File: src/rtl/card_seq_pkg.sv
package card_seq_pkg;
  typedef enum logic [2:0] {
    ST_IDLE  = 3'd0,
    ST_ACT   = 3'd1,
    ST_ON    = 3'd2,
    ST_DEACT = 3'd3,
    ST_LOCK  = 3'd4
  } seq_state_e;
endpackage

File: src/rtl/seq_half_timer.sv
module seq_half_timer #(
  parameter int TICKS_PER_HALF = 32,
  parameter int HALF_W         = 5
) (
  input  logic              clk_i,
  input  logic              rst_ni,
  input  logic              clear_i,
  input  logic              tick_i,
  output logic [HALF_W-1:0] half_o
);
  localparam int TW = (TICKS_PER_HALF > 1) ? $clog2(TICKS_PER_HALF) : 1;
  localparam logic [TW-1:0]     TLAST = TW'(TICKS_PER_HALF - 1);
  localparam logic [HALF_W-1:0] HMAX  = '1;

  logic [TW-1:0]     tick_q;
  logic [HALF_W-1:0] half_q;

  always_ff @(posedge clk_i or negedge rst_ni) begin
    if (!rst_ni) begin
      tick_q <= '0;
      half_q <= '0;
    end else if (clear_i) begin
      tick_q <= '0;
      half_q <= '0;
    end else if (tick_i) begin
      if (tick_q == TLAST) begin
        tick_q <= '0;
        if (half_q != HMAX) half_q <= half_q + 1'b1;  // saturate
      end else begin
        tick_q <= tick_q + 1'b1;
      end
    end
  end

  assign half_o = half_q;
endmodule

File: src/rtl/seq_clk_gate.sv
module seq_clk_gate (
  input  logic clk_i,
  input  logic rst_ni,
  input  logic start_i,
  input  logic rstin_i,
  input  logic act_i,
  input  logic on_i,
  input  logic data_phase_i,
  input  logic rst_phase_i,
  output logic clk_en_o
);
  logic held_q, clk_on_q, go;

  // held at start: wait for reset-in to fall before releasing the clock
  assign go = !held_q || !rstin_i;

  always_ff @(posedge clk_i or negedge rst_ni) begin
    if (!rst_ni) begin
      held_q   <= 1'b0;
      clk_on_q <= 1'b0;
    end else if (start_i) begin
      held_q   <= rstin_i;
      clk_on_q <= 1'b0;
    end else if (act_i && data_phase_i && go) begin
      clk_on_q <= 1'b1;
    end
  end

  assign clk_en_o = on_i || (act_i && (rst_phase_i || clk_on_q || (data_phase_i && go)));
endmodule

File: src/rtl/card_power_seq.sv
module card_power_seq
  import card_seq_pkg::*;
#(
  parameter int TICKS_PER_HALF = 32,
  parameter int PUMP_HALVES    = 2,
  parameter int SUPPLY_HALVES  = 0,
  parameter int DATA_HALVES    = 8,
  parameter int RST_HALVES     = 14,
  parameter int DN_CLK_HALVES  = 1,
  parameter int DN_DATA_HALVES = 2,
  parameter int DN_SUP_HALVES  = 3,
  parameter int DN_PUMP_HALVES = 10
) (
  input  logic clk_i,
  input  logic rst_ni,
  input  logic osc_tick_i,
  input  logic cmd_n_i,
  input  logic rstin_i,
  input  logic present_i,
  input  logic fault_ocp_i,
  input  logic fault_hot_i,
  input  logic fault_uv_i,
  input  logic fault_pump_i,
  output logic pump_en_o,
  output logic osc_fast_o,
  output logic supply_en_o,
  output logic data_en_o,
  output logic card_clk_en_o,
  output logic card_rst_o,
  output logic off_n_o
);
  localparam int ACT_SUP  = PUMP_HALVES + SUPPLY_HALVES;
  localparam int ACT_DATA = PUMP_HALVES + DATA_HALVES;
  localparam int ACT_RST  = PUMP_HALVES + RST_HALVES;
  localparam int HALF_TOP = (ACT_RST > DN_PUMP_HALVES) ? ACT_RST : DN_PUMP_HALVES;
  localparam int HALF_W   = $clog2(HALF_TOP + 2);

  localparam logic [HALF_W-1:0] H_SUP   = HALF_W'(ACT_SUP);
  localparam logic [HALF_W-1:0] H_DATA  = HALF_W'(ACT_DATA);
  localparam logic [HALF_W-1:0] H_RST   = HALF_W'(ACT_RST);
  localparam logic [HALF_W-1:0] H_DCLK  = HALF_W'(DN_CLK_HALVES);
  localparam logic [HALF_W-1:0] H_DDATA = HALF_W'(DN_DATA_HALVES);
  localparam logic [HALF_W-1:0] H_DSUP  = HALF_W'(DN_SUP_HALVES);
  localparam logic [HALF_W-1:0] H_DPUMP = HALF_W'(DN_PUMP_HALVES);

  seq_state_e        state_q, state_d;
  logic [HALF_W-1:0] half;
  logic              in_act, in_on, in_down;
  logic              any_fault, hard_req, abort_req, go_up, go_down;
  logic              fault_q;
  logic [2:0]        snap_q;  // {clk, data, supply} at abort
  logic              clk_live, data_live, sup_live;

  assign any_fault = fault_ocp_i | fault_hot_i | fault_uv_i | fault_pump_i;
  assign hard_req  = any_fault | !present_i;
  assign abort_req = cmd_n_i | hard_req;

  assign in_act  = (state_q == ST_ACT);
  assign in_on   = (state_q == ST_ON);
  assign in_down = (state_q == ST_DEACT);

  always_comb begin
    state_d = state_q;
    unique case (state_q)
      ST_IDLE:  if (!cmd_n_i && present_i && !any_fault) state_d = ST_ACT;
      ST_ACT:   if (abort_req) state_d = ST_DEACT;
                else if (half >= H_RST) state_d = ST_ON;
      ST_ON:    if (abort_req) state_d = ST_DEACT;
      ST_DEACT: if (half >= H_DPUMP) state_d = fault_q ? ST_LOCK : ST_IDLE;
      ST_LOCK:  if (cmd_n_i) state_d = ST_IDLE;
      default:  state_d = ST_IDLE;
    endcase
  end

  assign go_up   = (state_q == ST_IDLE) && (state_d == ST_ACT);
  assign go_down = (in_act || in_on) && abort_req;

  seq_half_timer #(
    .TICKS_PER_HALF(TICKS_PER_HALF),
    .HALF_W        (HALF_W)
  ) u_timer (
    .clk_i  (clk_i),
    .rst_ni (rst_ni),
    .clear_i(go_up | go_down),
    .tick_i (osc_tick_i),
    .half_o (half)
  );

  seq_clk_gate u_clk_gate (
    .clk_i       (clk_i),
    .rst_ni      (rst_ni),
    .start_i     (go_up),
    .rstin_i     (rstin_i),
    .act_i       (in_act),
    .on_i        (in_on),
    .data_phase_i(half >= H_DATA),
    .rst_phase_i (half >= H_RST),
    .clk_en_o    (clk_live)
  );

  always_ff @(posedge clk_i or negedge rst_ni) begin
    if (!rst_ni) begin
      state_q <= ST_IDLE;
      fault_q <= 1'b0;
      snap_q  <= '0;
    end else begin
      state_q <= state_d;
      if (go_down) begin
        snap_q  <= {clk_live, data_live, sup_live};
        fault_q <= hard_req;
      end else if (state_q == ST_LOCK && cmd_n_i) begin
        fault_q <= 1'b0;
      end
    end
  end

  assign sup_live  = in_on || (in_act && half >= H_SUP);
  assign data_live = in_on || (in_act && half >= H_DATA);

  assign pump_en_o     = in_act || in_on || (in_down && half < H_DPUMP);
  assign osc_fast_o    = pump_en_o;
  assign supply_en_o   = sup_live  || (in_down && snap_q[0] && half < H_DSUP);
  assign data_en_o     = data_live || (in_down && snap_q[1] && half < H_DDATA);
  assign card_clk_en_o = clk_live  || (in_down && snap_q[2] && half < H_DCLK);
  assign card_rst_o    = rstin_i && (in_on || (in_act && half >= H_RST));
  assign off_n_o       = present_i && !fault_q;
endmodule

File: config.mk
export PLATFORM = sky130hd
export DESIGN_NAME = card_power_seq
export DESIGN_NICKNAME = d
export VERILOG_FILES = /design/src/rtl/card_seq_pkg.sv /design/src/rtl/seq_half_timer.sv /design/src/rtl/seq_clk_gate.sv /design/src/rtl/card_power_seq.sv
export SDC_FILE = /design/constraint.sdc
export NUM_CORES = 1
export LEC_CHECK = 0
export ABC_AREA = 1
export BUFFER_PORTS_ARGS = -buffer_cell sky130_fd_sc_hd__buf_2
export CAP_MARGIN = 10
export CORE_UTILIZATION = 55
export CTS_CLUSTER_SIZE = 8
export DETAILED_ROUTE_END_ITERATION = 8
export PLACE_DENSITY = 0.76
export SLEW_MARGIN = 40
export SYNTH_ARGS = -nofsm -noshare
export SYNTH_HDL_FRONTEND = slang
export SYNTH_SLANG_ARGS = --single-unit
File: constraint.sdc
create_clock -name clk_i -period 2.25 [get_ports clk_i]
set_clock_uncertainty 0.15 [all_clocks]
set_input_delay 0.1125 -clock clk_i [delete_from_list [all_inputs] [get_ports clk_i]]
set_output_delay 0.1125 -clock clk_i [all_outputs]
set_load 0.05 [all_outputs]
==> metrics, run 1 <==
detailed-route wire length per cell=11.5 um; worst vdd ir=893 uV; Hold Path Sink=u_timer.tick_q[2]$_DFFE_PN0P_; Final Hold Viols=0; row count=16; Core Area=1980 um^2; cell count after synthesis=147; Area contributors post-synth=dfrtp_1, nand2_1, inv_1; crit path cell chain=inv_1, ha_1, nand3_1, nand3_1, nand3_1, nand3_1, buf_2; min Tclk post-route=2030 ps; switching pwr=0.000787 W; area of the die=2320 um^2; Die Width=48.1 um; PortBufs=16; RR Endpoint=u_timer.half_o[3]$_DFFE_PN0P_; TritonRoute pass-1 iters=4; Met3 Wirelength=56 um; top_reg_cell synth=dfrtp_1; Initial DRC Count=11; clk slew on worst S/H paths=120 ps; clock latency at the later pin of the worst-skew pair=310 ps; RSZ-0062 raised after global routing=false; syn_nets=162; post-route design area=1330 um^2; DRC=0; outcome=completed; setup TNS=0 ps; Seq pwr share=31.4%; total track usage=21.7%; final setup vio count=0; Post-DP Area=1280 um^2; Commonest cells post-synth=nand2_1, inv_1, dfrtp_1, nor2_1, nand3_1; Leak=0.711 nW; number of global-route vias before repair=826; Sw Share=52.4%; Worst-Margin Slew=421 ps; Internal Pwr Total=0.000716 W; total global routing overflow=0; yosys warns=0; Slew HR=71.9%; period utilization=90.1%; detailed-route via count=998; Comb pwr share=56.5%; highest routed layer=met4; IO Pins=17; CP arrival=1760 ps; largest net degree at the start of global routing=20; max incr delay on CP=430 ps; Met1 Wirelength=1080 um; hold path startpoint=osc_tick_i; CTS tree=yes; layout cell share with drive strength beyond 1=18.9%; clock share of power=12.1%; Nets=185; Synth area leader=dfrtp_1; Area Growth Syn to Fin=14.0%; die height=48.1 um; met2 wire len=1090 um; cell mode on critical path=nand3_1; critical path launch point type=register; total of max-cap violations=0; R2R setup slack=470 ps; top-count cell post-synth=nand2_1; Crit path required time=1990 ps; reg2reg path depth=7; WL final=2250 um; Netlist Area Pre-Place=1170 um^2; Initial Util=59.0%; slowest cell on the critical path=dfrtp_1; clock root cell=clkbuf_4; FF-to-FF Start=u_timer.half_o[1]$_DFFE_PN0P_; number of buffers created by CTS=3; Max Clock Freq=493 MHz; Max FO, Critical Path=4; H-tree depth=1; Final Slew Violations=0; syn_area_per_cell=7.96 um^2; hold path cells=4; overall power=0.00150 W; Post-synth EDFFs=0; routability-driven placement congestion ratio=0.846; top-area cell type share of the netlist area=40.6%; number of routed nets with antenna violations=0; Critical Path Sink Type=output pin; first-pass GRT wire length=3440 um; Post-DP HPWL=1750 um; initial antenna violation count=0; crit path kind=reg2out; Yosys reg bits=19; Power Density=1130 nW/um^2; CTS sink count=19; Post-synth ARST share=100%; Antenna diodes=0; post-synthesis sequential area ratio=40.6%; unique cell type count in the Yosys netlist=28; HP Class=in2reg; Via density=5.09; # Post-CTS Setup Buffers=0; CTS max path bufs=2
## logic make-up (layout without fill, tap and decap cells)
family | count (synthesis) | count (layout) | share of synthesized area [%]
fa+ha+maj | 5 | 5 | 5.35
compound gates | 20 | 20 | 10.3
buf+inv | 27 | 49 | 8.98
xor+xnor | 4 | 4 | 3.00
flops | 19 | 19 | 40.6
simple gates | 70 | 70 | 30.1
mux | 2 | 2 | 1.71
## state kept, by name (all words and copies together), names as in the netlist
signal / cells
u_timer.tick_q: 5
u_timer.half_o: 5
state_q: 3
u_clk_gate.clk_on_q: 1
fault_q: 1
snap_q: 3
u_clk_gate.held_q: 1
## metrics by stage
| stage | worst slack [ps] | utilization, % | cells | hold slack [ps] |
|---|---|---|---|---|
| after detailed placement | 488 | 64.4 | 189 | -81.9 |
| after global placement | 542 | 64.4 | 189 | -86.7 |
| final | 223 | 67.3 | 196 | 8.76 |
| after global routing | 91.6 | 67.3 | 196 | 25.6 |
| after floorplan | 478 | - | 147 | -333 |
| after CTS | 220 | 67.3 | 196 | 2.41 |
## critical path: cells and delay by family, from the launching register on
kind / cells / cell delay [ps]
adder cells (fa/ha/maj): 1 / 160
AND/OR/NAND/NOR: 4 / 490
buffers and inverters: 2 / 390
flip-flops: 1 / 430
## metal layers
metal / up-vias / global-route usage [%]
met1: 461 / 29.5
met2: 19 / 35.7
met5: - / 0
met4: 0 / 8.33
li1: 514 / -
met3: 4 / 2.59
## how the worst max path moves through the flow
stage,endpoint,start
2_1_floorplan,card_rst_o,state_q[1]$_DFF_PN0_
3_3_place_gp,u_timer.half_o[3]$_DFFE_PN0P_,u_timer.half_o[1]$_DFFE_PN0P_
3_5_place_dp,u_timer.half_o[3]$_DFFE_PN0P_,u_timer.half_o[1]$_DFFE_PN0P_
4_1_cts,card_clk_en_o,u_timer.half_o[0]$_DFFE_PN0P_
5_1_grt,card_clk_en_o,u_timer.half_o[0]$_DFFE_PN0P_
6_report,card_clk_en_o,u_timer.half_o[0]$_DFFE_PN0P_
## cell usage in the layout (no fill, tap or decap), types with 2 or more instances in the layout
cell type / n
ha_1: 5
nand4_1: 3
xor2_1: 3
clkbuf_4: 3
mux2i_1: 2
inv_1: 25
dlygate4sd3_1: 3
buf_2: 16
o21ai_0: 9
nand3_1: 10
a21oi_1: 4
dfrtp_1: 19
and3_1: 2
nand2_2: 3
nor2_1: 18
o21ai_1: 2
nand2_1: 26
nor2_4: 2
nand2_4: 2
## area by class of cell
cell class                      instances  area, um^2
Timing Repair Buffer                   19         110
Sequential cell                        19         475
Fill cell                             174         648
Tap cell                               27        33.8
Clock inverter                          1        5.00
Inverter                               26        97.6
Multi-Input combinational cell        101         589
Clock buffer                            3        22.5
## power by group through the flow
stage / combinational (W) / clock, W / sequential, W
floorplan: 0.000685 / 0 / 0.000469
global placement: 0.000829 / 0 / 0.000476
detailed placement: 0.000845 / 0 / 0.000481
CTS: 0.000853 / 0.000181 / 0.000473
global route: 0.000934 / 0.000191 / 0.000482
finish: 0.000850 / 0.000181 / 0.000472
## what timing repair did
action	4_1_cts	5_1_grt
endpoints found under the setup margin	0	0
hold buffers	3	0
endpoints found under the hold margin	22	0
resized for setup	0	0
Note: power is estimated with default switching activity, not from simulation.
==> run 2, diff against run 1 <==
Settings changed: CAP_MARGIN 10 to default, CTS_BUF_LIST from default to sky130_fd_sc_hd__clkbuf_8, REMOVE_ABC_BUFFERS from default to 1.
==> run 2 against run 1 <==
Compared with the run above:
- first-iteration DRC count grew to 3.2 times the previous value
- sequential power grew 0.8%
- non-clock buffer count is the same
- critical path type unchanged
- critical endpoint unchanged
==> metrics, run 2 (synthesized netlist as in run 1, its figures left out) <==
Post-DP HPWL=1840 um (was 1750 um); total of max-cap violations=0 (unchanged); # hold bufs at CTS=3 (unchanged); Nets=185 (unchanged); clock latency at the later pin of the worst-skew pair=260 ps (was 310 ps); clock root cell=clkbuf_8 (was clkbuf_4); Final Hold Viols=0 (unchanged); crit path kind=reg2out (unchanged); Core Area=1980 um^2 (unchanged); final setup vio count=0 (unchanged); number of global-route vias before repair=959 (was 826); number of buffers created by CTS=3 (unchanged); met1 Use GR=30.8% (was 29.5%); Critical Path Sink Type=output pin (unchanged); first-pass GRT wire length=3900 um (was 3440 um); Power Density=1170 nW/um^2 (was 1130 nW/um^2); clk slew on worst S/H paths=80 ps (was 120 ps); row count=16 (unchanged); WL final=2480 um (was 2250 um); H-tree depth=1 (unchanged); IO Pins=17 (unchanged); most common cell after layout, fill and taps aside=nand2_1 (unchanged); Max FO, Critical Path=4 (unchanged); GRT busiest layer=met2 (unchanged); detailed-route via count=1012 (was 998); Die Width=48.1 um (unchanged); Max Clock Freq=478 MHz (was 493 MHz); Slew HR=72.0% (was 71.9%); met3 usage=5.56% (was 2.59%); Leak=0.715 nW (was 0.711 nW); hold_ws=64.0 ps (was 8.76 ps); Final Slew Violations=0 (unchanged); routability-driven placement congestion ratio=0.908 (was 0.846); post-CTS resize count=0 (unchanged); TritonRoute pass-1 iters=4 (unchanged); total global routing overflow=0 (unchanged); grt met2 use=43.0% (was 35.7%); CTS max path bufs=2 (unchanged); HP Class=in2reg (unchanged); critical path launch point type=register (unchanged); setup TNS=0 ps (unchanged); PortBufs=16 (unchanged); Via density=5.16 (was 5.09); DRC=0 (unchanged); # Post-CTS Setup Buffers=0 (unchanged); number of routed nets with antenna violations=0 (unchanged); Crit path required time=1990 ps (about the same); Initial DRC Count=35 (was 11); Antenna diodes=0 (unchanged); die height=48.1 um (unchanged); CTS sink count=19 (unchanged); largest net degree at the start of global routing=20 (unchanged); area of the die=2320 um^2 (unchanged); period utilization=92.9% (was 90.1%); CTS tree=yes (unchanged); Initial Util=59.0% (unchanged); Area Growth Syn to Fin=15.8% (was 14.0%); most frequent cells in the layout=nand2_1, inv_1, dfrtp_1 (unchanged); min Tclk post-route=2090 ps (was 2030 ps); initial antenna violation count=0 (unchanged); total track usage=25.3% (was 21.7%); RSZ-0062 raised after global routing=false (unchanged); outcome=completed (unchanged); CP arrival=1830 ps (was 1760 ps); worst vdd ir=1270 uV (was 893 uV); Worst-Margin Slew=420 ps (was 421 ps); detailed-route wire length per cell=12.7 um (was 11.5 um); layout cell share with drive strength beyond 1=18.9% (unchanged)
run 2: cell type report:
cell class	instances	area (um^2)
Inverter	26	97.6
Tap cell	27	33.8
Timing Repair Buffer	19	110
Multi-Input combinational cell	101	589
Sequential cell	19	475
Fill cell	168	627
Clock buffer	3	41.3
Clock inverter	1	7.51
run 2: power breakdown:
part	internal [W]	leakage (nW)	switching [W]
clock network	0.000125	0.0217	0.000122
registers	0.000422	0.245	0.0000544
logic	0.000228	0.449	0.000639
run 2: worst paths after layout:
| check | start | to | slack (ps) | cells past startpoint |
|---|---|---|---|---|
| setup / recovery | u_timer.half_o[0]$_DFFE_PN0P_ | card_clk_en_o | 160 | 7 |
| hold / removal | osc_tick_i | u_timer.tick_q[2]$_DFFE_PN0P_ | 60 | 4 |
| setup reg to reg | u_timer.half_o[0]$_DFFE_PN0P_ | u_timer.half_o[3]$_DFFE_PN0P_ | 480 | 7 |
| hold reg to reg | snap_q[2]$_DFFE_PN0P_ | snap_q[2]$_DFFE_PN0P_ | 340 | 2 |
| max in group asynchronous | rst_ni | u_clk_gate.held_q$_DFFE_PN0P_ | 1480 | 2 |
| min in group asynchronous | rst_ni | u_timer.half_o[1]$_DFFE_PN0P_ | 170 | 2 |
run 2: worst max-delay path, cell delays in order, from the launching register on:
cell and delay (ps):
dfrtp_1 410, inv_1 140, ha_1 180, nand3_1 130, nand3_1 190, nand3_1 140, nand3_1 120, buf_2 260
run 2: metrics by stage:
| step | setup WS (ps) | cells | instance area, um^2 | total power [W] | utilization (%) |
|---|---|---|---|---|---|
| after floorplan | 478 | 146 | 1160 | 0.00113 | - |
| after global placement | 544 | 189 | 1280 | 0.00130 | 64.4 |
| after detailed placement | 497 | 189 | 1280 | 0.00134 | 64.4 |
| after CTS | 197 | 196 | 1360 | 0.00159 | 68.4 |
| after global routing | 91.8 | 196 | 1360 | 0.00169 | 68.4 |
| final | 160 | 196 | 1360 | 0.00159 | 68.4 |
run 2: metal layers:
metal | vias up | part of all wire [%]
li1 | 514 | -
met1 | 466 | 44
met2 | 28 | 52
met3 | 4 | 3.7
met4 | 0 | 1.2
met5 | - | 0
